===== src/rtl/gspc_pkg.sv =====
package gspc_pkg;
  localparam int CTL_W         = 3;
  localparam int RX_STOP_BIT   = 0;
  localparam int TX_STOP_BIT   = 1;
  localparam int POLL_HOLD_BIT = 2;
  localparam int NDIR          = 2;
  localparam int DIR_RX        = 0;
  localparam int DIR_TX        = 1;
endpackage


===== src/rtl/gspc_stop_unit.sv =====
module gspc_stop_unit (
  input  logic clk,
  input  logic rst_n,
  input  logic wr,
  input  logic req,
  input  logic busy,
  input  logic eof,
  output logic fire,
  output logic done
);
  logic pend_q, pend_d;
  logic done_q;

  always_comb begin
    fire   = (wr && req && !busy) || (pend_q && eof);
    pend_d = pend_q;
    if (fire) pend_d = 1'b0;
    if (wr && req && busy) pend_d = 1'b1;
  end

  always_ff @(posedge clk or negedge rst_n) begin
    if (!rst_n) begin
      pend_q <= 1'b0;
      done_q <= 1'b0;
    end else begin
      pend_q <= pend_d;
      done_q <= fire;
    end
  end

  assign done = done_q;


  deferred_done_chk: assert property (@(posedge clk) disable iff (!rst_n)
    (pend_q && eof) |=> done_q);


  immediate_done_chk: assert property (@(posedge clk) disable iff (!rst_n)
    (wr && req && !busy) |=> done_q);


  pend_hold_chk: assert property (@(posedge clk) disable iff (!rst_n)
    (pend_q && !eof) |=> pend_q);
endmodule


===== src/rtl/gspc_poll_timer.sv =====
module gspc_poll_timer #(
  parameter int POLL_CYCLES = 16
) (
  input  logic clk,
  input  logic rst_n,
  input  logic start,
  input  logic hold,
  input  logic tx_stopped,
  output logic walk
);
  localparam int CW = (POLL_CYCLES > 2) ? $clog2(POLL_CYCLES) : 1;
  localparam logic [CW-1:0] LAST = CW'(POLL_CYCLES - 1);

  logic          run_q, run_d;
  logic [CW-1:0] cnt_q, cnt_d;
  logic          walk_q, walk_d;
  logic          expire;

  always_comb begin
    expire = run_q && (cnt_q == LAST);
    run_d  = run_q;
    cnt_d  = cnt_q;
    walk_d = 1'b0;
    if (start) begin
      run_d = 1'b1;
      cnt_d = '0;
    end else if (run_q) begin
      if (expire) begin
        cnt_d = '0;
        if (!hold) begin
          walk_d = !tx_stopped;
        end else begin
          run_d = 1'b0;
        end
      end else begin
        cnt_d = cnt_q + 1'b1;
      end
    end
  end

  always_ff @(posedge clk or negedge rst_n) begin
    if (!rst_n) begin
      run_q  <= 1'b0;
      cnt_q  <= '0;
      walk_q <= 1'b0;
    end else begin
      run_q  <= run_d;
      cnt_q  <= cnt_d;
      walk_q <= walk_d;
    end
  end

  assign walk = walk_q;


  cnt_range_chk: assert property (@(posedge clk) disable iff (!rst_n)
    32'(cnt_q) < POLL_CYCLES);


  hold_stop_chk: assert property (@(posedge clk) disable iff (!rst_n)
    (expire && hold && !start) |=> (!run_q && !walk_q));


  stop_gate_chk: assert property (@(posedge clk) disable iff (!rst_n)
    (expire && tx_stopped && !start) |=> !walk_q);


  idle_quiet_chk: assert property (@(posedge clk) disable iff (!rst_n)
    (!run_q && !start) |=> !walk_q);
endmodule


===== src/rtl/gspc_irq_merge.sv =====
module gspc_irq_merge #(
  parameter int N = 2
) (
  input  logic         clk,
  input  logic         rst_n,
  input  logic [N-1:0] fire,
  input  logic [N-1:0] enable,
  output logic         irq
);
  logic irq_q, irq_d;

  always_comb irq_d = |(fire & enable);

  always_ff @(posedge clk or negedge rst_n) begin
    if (!rst_n) irq_q <= 1'b0;
    else        irq_q <= irq_d;
  end

  assign irq = irq_q;
endmodule


===== src/rtl/gstop_poll_ctrl.sv =====
module gstop_poll_ctrl #(
  parameter int CLK_HZ  = 250_000_000,
  parameter int POLL_HZ = 100
) (
  input  logic                       clk,
  input  logic                       rst_n,
  input  logic                       ctl_wr,
  input  logic [gspc_pkg::CTL_W-1:0] ctl_wdata,
  input  logic                       rx_busy,
  input  logic                       tx_busy,
  input  logic                       rx_eof,
  input  logic                       tx_eof,
  input  logic [1:0]                 irq_mask,
  output logic                       rx_stop_done,
  output logic                       tx_stop_done,
  output logic                       err_irq,
  output logic                       ring0_walk
);
  import gspc_pkg::*;

  localparam int POLL_CYCLES = CLK_HZ / POLL_HZ;

  logic [NDIR-1:0] busy_v, eof_v, fire_v, done_v;
  logic            gts_q, gts_d, hold_q, hold_d;
  logic            poll_start;

  assign busy_v[DIR_RX] = rx_busy;
  assign busy_v[DIR_TX] = tx_busy;
  assign eof_v[DIR_RX]  = rx_eof;
  assign eof_v[DIR_TX]  = tx_eof;

  // stored control bits used by the poll timer, clock-enabled by the write
  always_comb begin
    gts_d  = gts_q;
    hold_d = hold_q;
    if (ctl_wr) begin
      gts_d  = ctl_wdata[TX_STOP_BIT];
      hold_d = ctl_wdata[POLL_HOLD_BIT];
    end
  end

  always_ff @(posedge clk or negedge rst_n) begin
    if (!rst_n) begin
      gts_q  <= 1'b0;
      hold_q <= 1'b0;
    end else begin
      gts_q  <= gts_d;
      hold_q <= hold_d;
    end
  end

  for (genvar d = 0; d < NDIR; d++) begin : g_dir
    gspc_stop_unit u_stop (
      .clk  (clk),
      .rst_n(rst_n),
      .wr   (ctl_wr),
      .req  (ctl_wdata[RX_STOP_BIT + d]),
      .busy (busy_v[d]),
      .eof  (eof_v[d]),
      .fire (fire_v[d]),
      .done (done_v[d])
    );
  end

  gspc_irq_merge #(.N(NDIR)) u_irq (
    .clk   (clk),
    .rst_n (rst_n),
    .fire  (fire_v),
    .enable(irq_mask),
    .irq   (err_irq)
  );

  assign poll_start = ctl_wr && !ctl_wdata[POLL_HOLD_BIT];

  gspc_poll_timer #(.POLL_CYCLES(POLL_CYCLES)) u_poll (
    .clk       (clk),
    .rst_n     (rst_n),
    .start     (poll_start),
    .hold      (hold_q),
    .tx_stopped(gts_q),
    .walk      (ring0_walk)
  );

  assign rx_stop_done = done_v[DIR_RX];
  assign tx_stop_done = done_v[DIR_TX];


  irq_cause_chk: assert property (@(posedge clk) disable iff (!rst_n)
    err_irq |-> (rx_stop_done || tx_stop_done));


  no_req_quiet_chk: assert property (@(posedge clk) disable iff (!rst_n)
    (ctl_wr && ctl_wdata[1:0] == 2'b00 && !rx_eof && !tx_eof)
      |=> (!rx_stop_done && !tx_stop_done && !err_irq));
endmodule


===== config.mk =====
export PLATFORM = sky130hd
export DESIGN_NAME = gstop_poll_ctrl
export DESIGN_NICKNAME = d
export VERILOG_FILES = /design/src/rtl/gspc_pkg.sv /design/src/rtl/gspc_stop_unit.sv /design/src/rtl/gspc_poll_timer.sv /design/src/rtl/gspc_irq_merge.sv /design/src/rtl/gstop_poll_ctrl.sv
export SDC_FILE = /design/constraint.sdc
export NUM_CORES = 1
export LEC_CHECK = 0
export BUFFER_PORTS_ARGS = -buffer_cell sky130_fd_sc_hd__buf_2
export CELL_PAD_IN_SITES_DETAIL_PLACEMENT = 2
export CELL_PAD_IN_SITES_GLOBAL_PLACEMENT = 2
export CORE_UTILIZATION = 38
export CTS_BUF_LIST = sky130_fd_sc_hd__clkbuf_4 sky130_fd_sc_hd__clkbuf_8
export CTS_CLUSTER_DIAMETER = 200
export DETAILED_ROUTE_END_ITERATION = 10
export PLACE_DENSITY_LB_ADDON = 0.1
export SYNTH_ARGS = -nofsm -noshare
export SYNTH_HDL_FRONTEND = slang
export SYNTH_SLANG_ARGS = --single-unit

===== constraint.sdc =====
create_clock -name clk -period 2.6 [get_ports clk]
set_input_delay 0.13 -clock clk [delete_from_list [all_inputs] [get_ports clk]]
set_output_delay 0.13 -clock clk [all_outputs]
set_load 0.01 [all_outputs]

==> impl_results.html <==
<table>
<tr><th>Metric</th><th>Value</th></tr>
<tr><th colspan="2">Critical path</th></tr>
<tr><td>Kind of capture point of the worst setup path</td><td>register</td></tr>
<tr><td>CP Cell Sequence</td><td>or4_1 -&gt; or4_4 -&gt; o21ai_4 -&gt; nor2_1</td></tr>
<tr><td>Critical path start-end classification</td><td>register to register</td></tr>
<tr><td>Logic depth of the worst register-to-register path</td><td>4</td></tr>
<tr><td>Worst endpoint required time</td><td>around 2.8 ns</td></tr>
<tr><td>Delay of the slowest cell on the worst path</td><td>~0.56 ns</td></tr>
<tr><td>R2R Path End</td><td>u_poll.cnt_q[3]</td></tr>
<tr><td>Launch point of the worst reg-to-reg path</td><td>u_poll.cnt_q[6]</td></tr>
<tr><td>Worst-path fanout max</td><td>14</td></tr>
<tr><td>Crit path arrival time</td><td>2.26 ns</td></tr>
<tr><td>Cell with the biggest individual delay on the critical path</td><td>sky130_fd_sc_hd__or4_1</td></tr>
<tr><td>Critical Path Start Type</td><td>register</td></tr>
<tr><td>Slack of the worst reg-to-reg path</td><td>between 0.4 and 0.5 ns</td></tr>
<tr><th colspan="2">Clock network</th></tr>
<tr><td>Number of setup buffers added after CTS</td><td>0</td></tr>
<tr><td>H-tree level count</td><td>2</td></tr>
<tr><td>CTS clock-pin slew for the worst setup and hold paths</td><td>approximately 0.07 ns</td></tr>
<tr><td>Maximum number of buffers from clock root to sink</td><td>2</td></tr>
<tr><td>Number of buffers added by the clock tree synthesis step</td><td>5</td></tr>
<tr><td>TritonCTS clock tree</td><td>yes</td></tr>
<tr><td>Number of hold buffers added after cts</td><td>1</td></tr>
<tr><td>Latest clock arrival within the worst-skew pair</td><td>0.29 ns</td></tr>
<tr><td>Number of gates given a new drive strength after cts</td><td>0</td></tr>
<tr><td>Sinks on Clock Net</td><td>31</td></tr>
<tr><td>Root cell of the clock tree</td><td>sky130_fd_sc_hd__clkbuf_8</td></tr>
<tr><th colspan="2">Finish</th></tr>
<tr><td>Antenna diodes</td><td>0</td></tr>
<tr><td>Core Util, Final</td><td>0.4651</td></tr>
<tr><td>Number of standard cells in the final layout excluding fillers</td><td>~250</td></tr>
<tr><td>Post-route standard cell area excluding fillers</td><td>between 0.0015 and 0.002 mm2</td></tr>
<tr><td>Area added between synthesis and finish</td><td>14.30%</td></tr>
<tr><td>Share of cells above drive strength 1</td><td>0.1624</td></tr>
<tr><td>Total number of nets in the final design</td><td>approximately 210</td></tr>
<tr><th colspan="2">Timing</th></tr>
<tr><td>Worst hold slack</td><td>about 0.064 ns</td></tr>
<tr><td>Clock skew after layout</td><td>between 0.002 and 0.003 ns</td></tr>
<tr><td>Maximum operating frequency</td><td>~480 MHz</td></tr>
<tr><td>Number of setup violations in the final report</td><td>0</td></tr>
<tr><td>Fin. max-slew vios</td><td>0</td></tr>
<tr><td>Number of hold violations in the final report</td><td>0</td></tr>
<tr><td>Shortest period the worst path allows</td><td>~2.1 ns</td></tr>
<tr><td>Portion of the clock cycle consumed by the worst path in the final layout</td><td>0.8095</td></tr>
<tr><td>Transition time at the pin with the least slew margin</td><td>roughly 0.75 ns</td></tr>
<tr><td>Unrepaired setup endpoints after global routing</td><td>no</td></tr>
<tr><td>Worst Slack Setup Final</td><td>0.4953 ns</td></tr>
<tr><td>TNS Setup</td><td>0 ns</td></tr>
<tr><td>Normalized max-slew margin</td><td>0.4965</td></tr>
<tr><th colspan="2">Global route</th></tr>
<tr><td>Initial antenna violation count</td><td>0</td></tr>
<tr><td>Total track usage</td><td>0.2467</td></tr>
<tr><td>Total congestion overflow</td><td>0</td></tr>
<tr><td>Largest net degree at the start of global routing</td><td>32</td></tr>
<tr><td>Global-route wire length before repair</td><td>approximately 8.2 mm</td></tr>
<tr><td>Vias in the first global route</td><td>1,642</td></tr>
<tr><th colspan="2">Die</th></tr>
<tr><td>Horizontal die dimension</td><td>68.15 um</td></tr>
<tr><td>Top-Level Pins</td><td>16</td></tr>
<tr><td>Die boundary height</td><td>68.15 um</td></tr>
<tr><td>Floorplan die area</td><td>between 0.004 and 0.005 mm2</td></tr>
<tr><td>Standard-cell rows</td><td>23</td></tr>
<tr><td>Area of the core</td><td>0.004086 mm2</td></tr>
<tr><td>Starting Density</td><td>0.4069</td></tr>
<tr><th colspan="2">Placement</th></tr>
<tr><td>Worst setup slack before clock tree synthesis</td><td>between 0.5 and 0.6 ns</td></tr>
<tr><td>Number of buffer cells added on primary ports</td><td>15</td></tr>
<tr><td>Estimated wirelength of the detail-placed design</td><td>between 3 and 4 mm</td></tr>
<tr><td>Post-placement cell count</td><td>238</td></tr>
<tr><td>Placed inst area</td><td>between 0.0015 and 0.002 mm2</td></tr>
<tr><td>Final GP Congestion</td><td>roughly 0.78</td></tr>
<tr><th colspan="2">Synthesis</th></tr>
<tr><td>Number of register bits inferred by synthesis</td><td>31</td></tr>
<tr><td>Number of enable flip-flop cells after synthesis</td><td>0</td></tr>
<tr><td>Biggest area consumer among synthesized cells</td><td>sky130_fd_sc_hd__dfrtp_1</td></tr>
<tr><td>Library cell with the highest instance count after synthesis</td><td>sky130_fd_sc_hd__dfrtp_1</td></tr>
<tr><td>Synth Net Count</td><td>190</td></tr>
<tr><td>Gate Count Post-Synth</td><td>between 150 and 200</td></tr>
<tr><td>Async SR Flop Fraction</td><td>1.000</td></tr>
<tr><td>Total of warnings raised by yosys</td><td>0</td></tr>
<tr><td>Unique cell type count in the Yosys netlist</td><td>38</td></tr>
<tr><td>Primary flip-flop cell chosen by synthesis mapping</td><td>sky130_fd_sc_hd__dfrtp_1</td></tr>
<tr><td>Most frequent cells after synthesis</td><td>sky130_fd_sc_hd__dfrtp_1, sky130_fd_sc_hd__nand2_1, sky130_fd_sc_hd__a21oi_1, sky130_fd_sc_hd__o21ai_0</td></tr>
<tr><td>Netlist area before placement</td><td>roughly 0.0017 mm2</td></tr>
<tr><td>Top cell type's share of synthesized area</td><td>0.4665</td></tr>
<tr><td>Mean Syn Cell Area</td><td>9.395 um2</td></tr>
<tr><td>Cell types occupying the most area after synthesis</td><td>sky130_fd_sc_hd__dfrtp_1, sky130_fd_sc_hd__a21oi_1, sky130_fd_sc_hd__o21ai_0</td></tr>
<tr><td>Part of the Yosys area used for sequential elements</td><td>0.4665</td></tr>
<tr><th colspan="2">Power</th></tr>
<tr><td>Power per cell area</td><td>between 600 and 700 mW/mm2</td></tr>
<tr><td>Overall power consumption</td><td>1.170 mW</td></tr>
<tr><td>Peak ir drop on the vdd network</td><td>around 0.33 mV</td></tr>
<tr><td>Leak Pwr</td><td>around 0.77 nW</td></tr>
<tr><th colspan="2">Routing</th></tr>
<tr><td>Overall via count from detail_route</td><td>1,478</td></tr>
<tr><td>Total wirelength of the detailed-routed design</td><td>4.815 mm</td></tr>
<tr><td>Via density per instance</td><td>~6</td></tr>
<tr><td>Detailed-routing iteration count for the pre-antenna-repair pass</td><td>4</td></tr>
<tr><td>Count of antenna-violating nets left after detailed routing</td><td>0</td></tr>
<tr><td>Violation count after the first detailed-route iteration</td><td>a little under 90</td></tr>
<tr><td>DRC violation count after routing</td><td>0</td></tr>
<tr><td>Mean routed wirelength per cell</td><td>approximately 19 um</td></tr>
<tr><th colspan="2">Hold path</th></tr>
<tr><td>Class of the most critical hold timing path</td><td>input port to register</td></tr>
<tr><td>Hold Crit Depth</td><td>2</td></tr>
<tr><td>Hold worst-path end</td><td>u_irq.irq</td></tr>
<tr><td>Min-delay src</td><td>irq_mask[1]</td></tr>
<tr><th colspan="2">Run status</th></tr>
<tr><td>Run status</td><td>finished, final reports clean</td></tr>
<tr><th colspan="2">Flow run</th></tr>
<tr><td>Max-cap check violation count</td><td>0</td></tr>
</table>
report_power, final:
group          internal (mW)  switching [mW]
Clock                  0.310           0.193
Sequential             0.513          0.0430
Combinational         0.0437          0.0667
layout make-up:
cell class	instances	area, um2
clock buffer	6	82.58
sequential	31	775.7
multi-input combinational	134	822.0
fill	457	2186
clock inverter	2	35.03
inverter	6	22.52
tap	50	62.56
timing repair buffer	18	100.1
sequential cells by signal, indices dropped and copies added (netlist names):
name                 count
u_poll.cnt_q            22
g_dir.u_stop.done        2
g_dir.u_stop.pend_q      2
gts_q                    1
hold_q                   1
u_irq.irq                1
u_poll.run_q             1
u_poll.walk              1
metal layers:
layer	routed length (um)	vias to the layer above	global-route usage	share of wire
met3	116	6	0.05000	0.024
met1	2165	749	0.3101	0.45
li1	-	702	-	-
met5	0	-	0	0
met2	2478	21	0.4240	0.51
met4	55	0	0.07031	0.011
worst max path at each step:
stage,startpoint,to,slack (ns),depth (start not counted)
after floorplan,u_poll.cnt_q[6],u_poll.cnt_q[15],0.73,5
after global placement,u_poll.cnt_q[6],u_poll.cnt_q[7],0.62,4
after detailed placement,u_poll.cnt_q[6],u_poll.cnt_q[6],0.52,4
after CTS,u_poll.cnt_q[6],u_poll.cnt_q[3],0.49,4
after global routing,u_poll.cnt_q[9],u_poll.cnt_q[20],0.38,4
final,u_poll.cnt_q[6],u_poll.cnt_q[3],0.50,4
placed cells by master, fill, tap and decap left out, types with 2 or more instances in the layout:
cell type                  instances
sky130_fd_sc_hd__and4_1            2
sky130_fd_sc_hd__nand4_1           7
sky130_fd_sc_hd__a21oi_1          14
sky130_fd_sc_hd__and2_1            2
sky130_fd_sc_hd__or4_1             5
sky130_fd_sc_hd__xor2_1            4
sky130_fd_sc_hd__dfrtp_1          31
sky130_fd_sc_hd__o21ai_0          14
sky130_fd_sc_hd__nand3b_1          2
sky130_fd_sc_hd__nand3_1           7
sky130_fd_sc_hd__nand2_1          17
sky130_fd_sc_hd__clkbuf_8          6
sky130_fd_sc_hd__buf_4             2
sky130_fd_sc_hd__buf_2            15
sky130_fd_sc_hd__nor4b_1           4
sky130_fd_sc_hd__or2_2             2
sky130_fd_sc_hd__nor2b_1           2
sky130_fd_sc_hd__xnor2_1           2
sky130_fd_sc_hd__nand2b_1          2
sky130_fd_sc_hd__nor3b_1           2
sky130_fd_sc_hd__inv_1             6
sky130_fd_sc_hd__and3_1            4
sky130_fd_sc_hd__nor4_1            7
sky130_fd_sc_hd__nor3_1            2
sky130_fd_sc_hd__or3_1             8
sky130_fd_sc_hd__nor2_1            8
sky130_fd_sc_hd__o31ai_1           6
sky130_fd_sc_hd__o211ai_1          2
logic make-up after synthesis:
kind of cell / Yosys count / share of synthesized area
compound gates: 41 / 0.1535
xor+xnor: 6 / 0.03160
fa+ha+maj: 1 / 0.007523
buf+inv: 12 / 0.03913
flops: 31 / 0.4665
simple gates: 86 / 0.3017
critical path: cells and delay by family (launching register included):
| family | cells | cell delay [ns] |
|---|---|---|
| AO/OA/AOI/OAI | 1 | 0.39 |
| flip-flops | 1 | 0.43 |
| AND/OR/NAND/NOR | 3 | 1.16 |
Power figures use the tool's default switching activity.
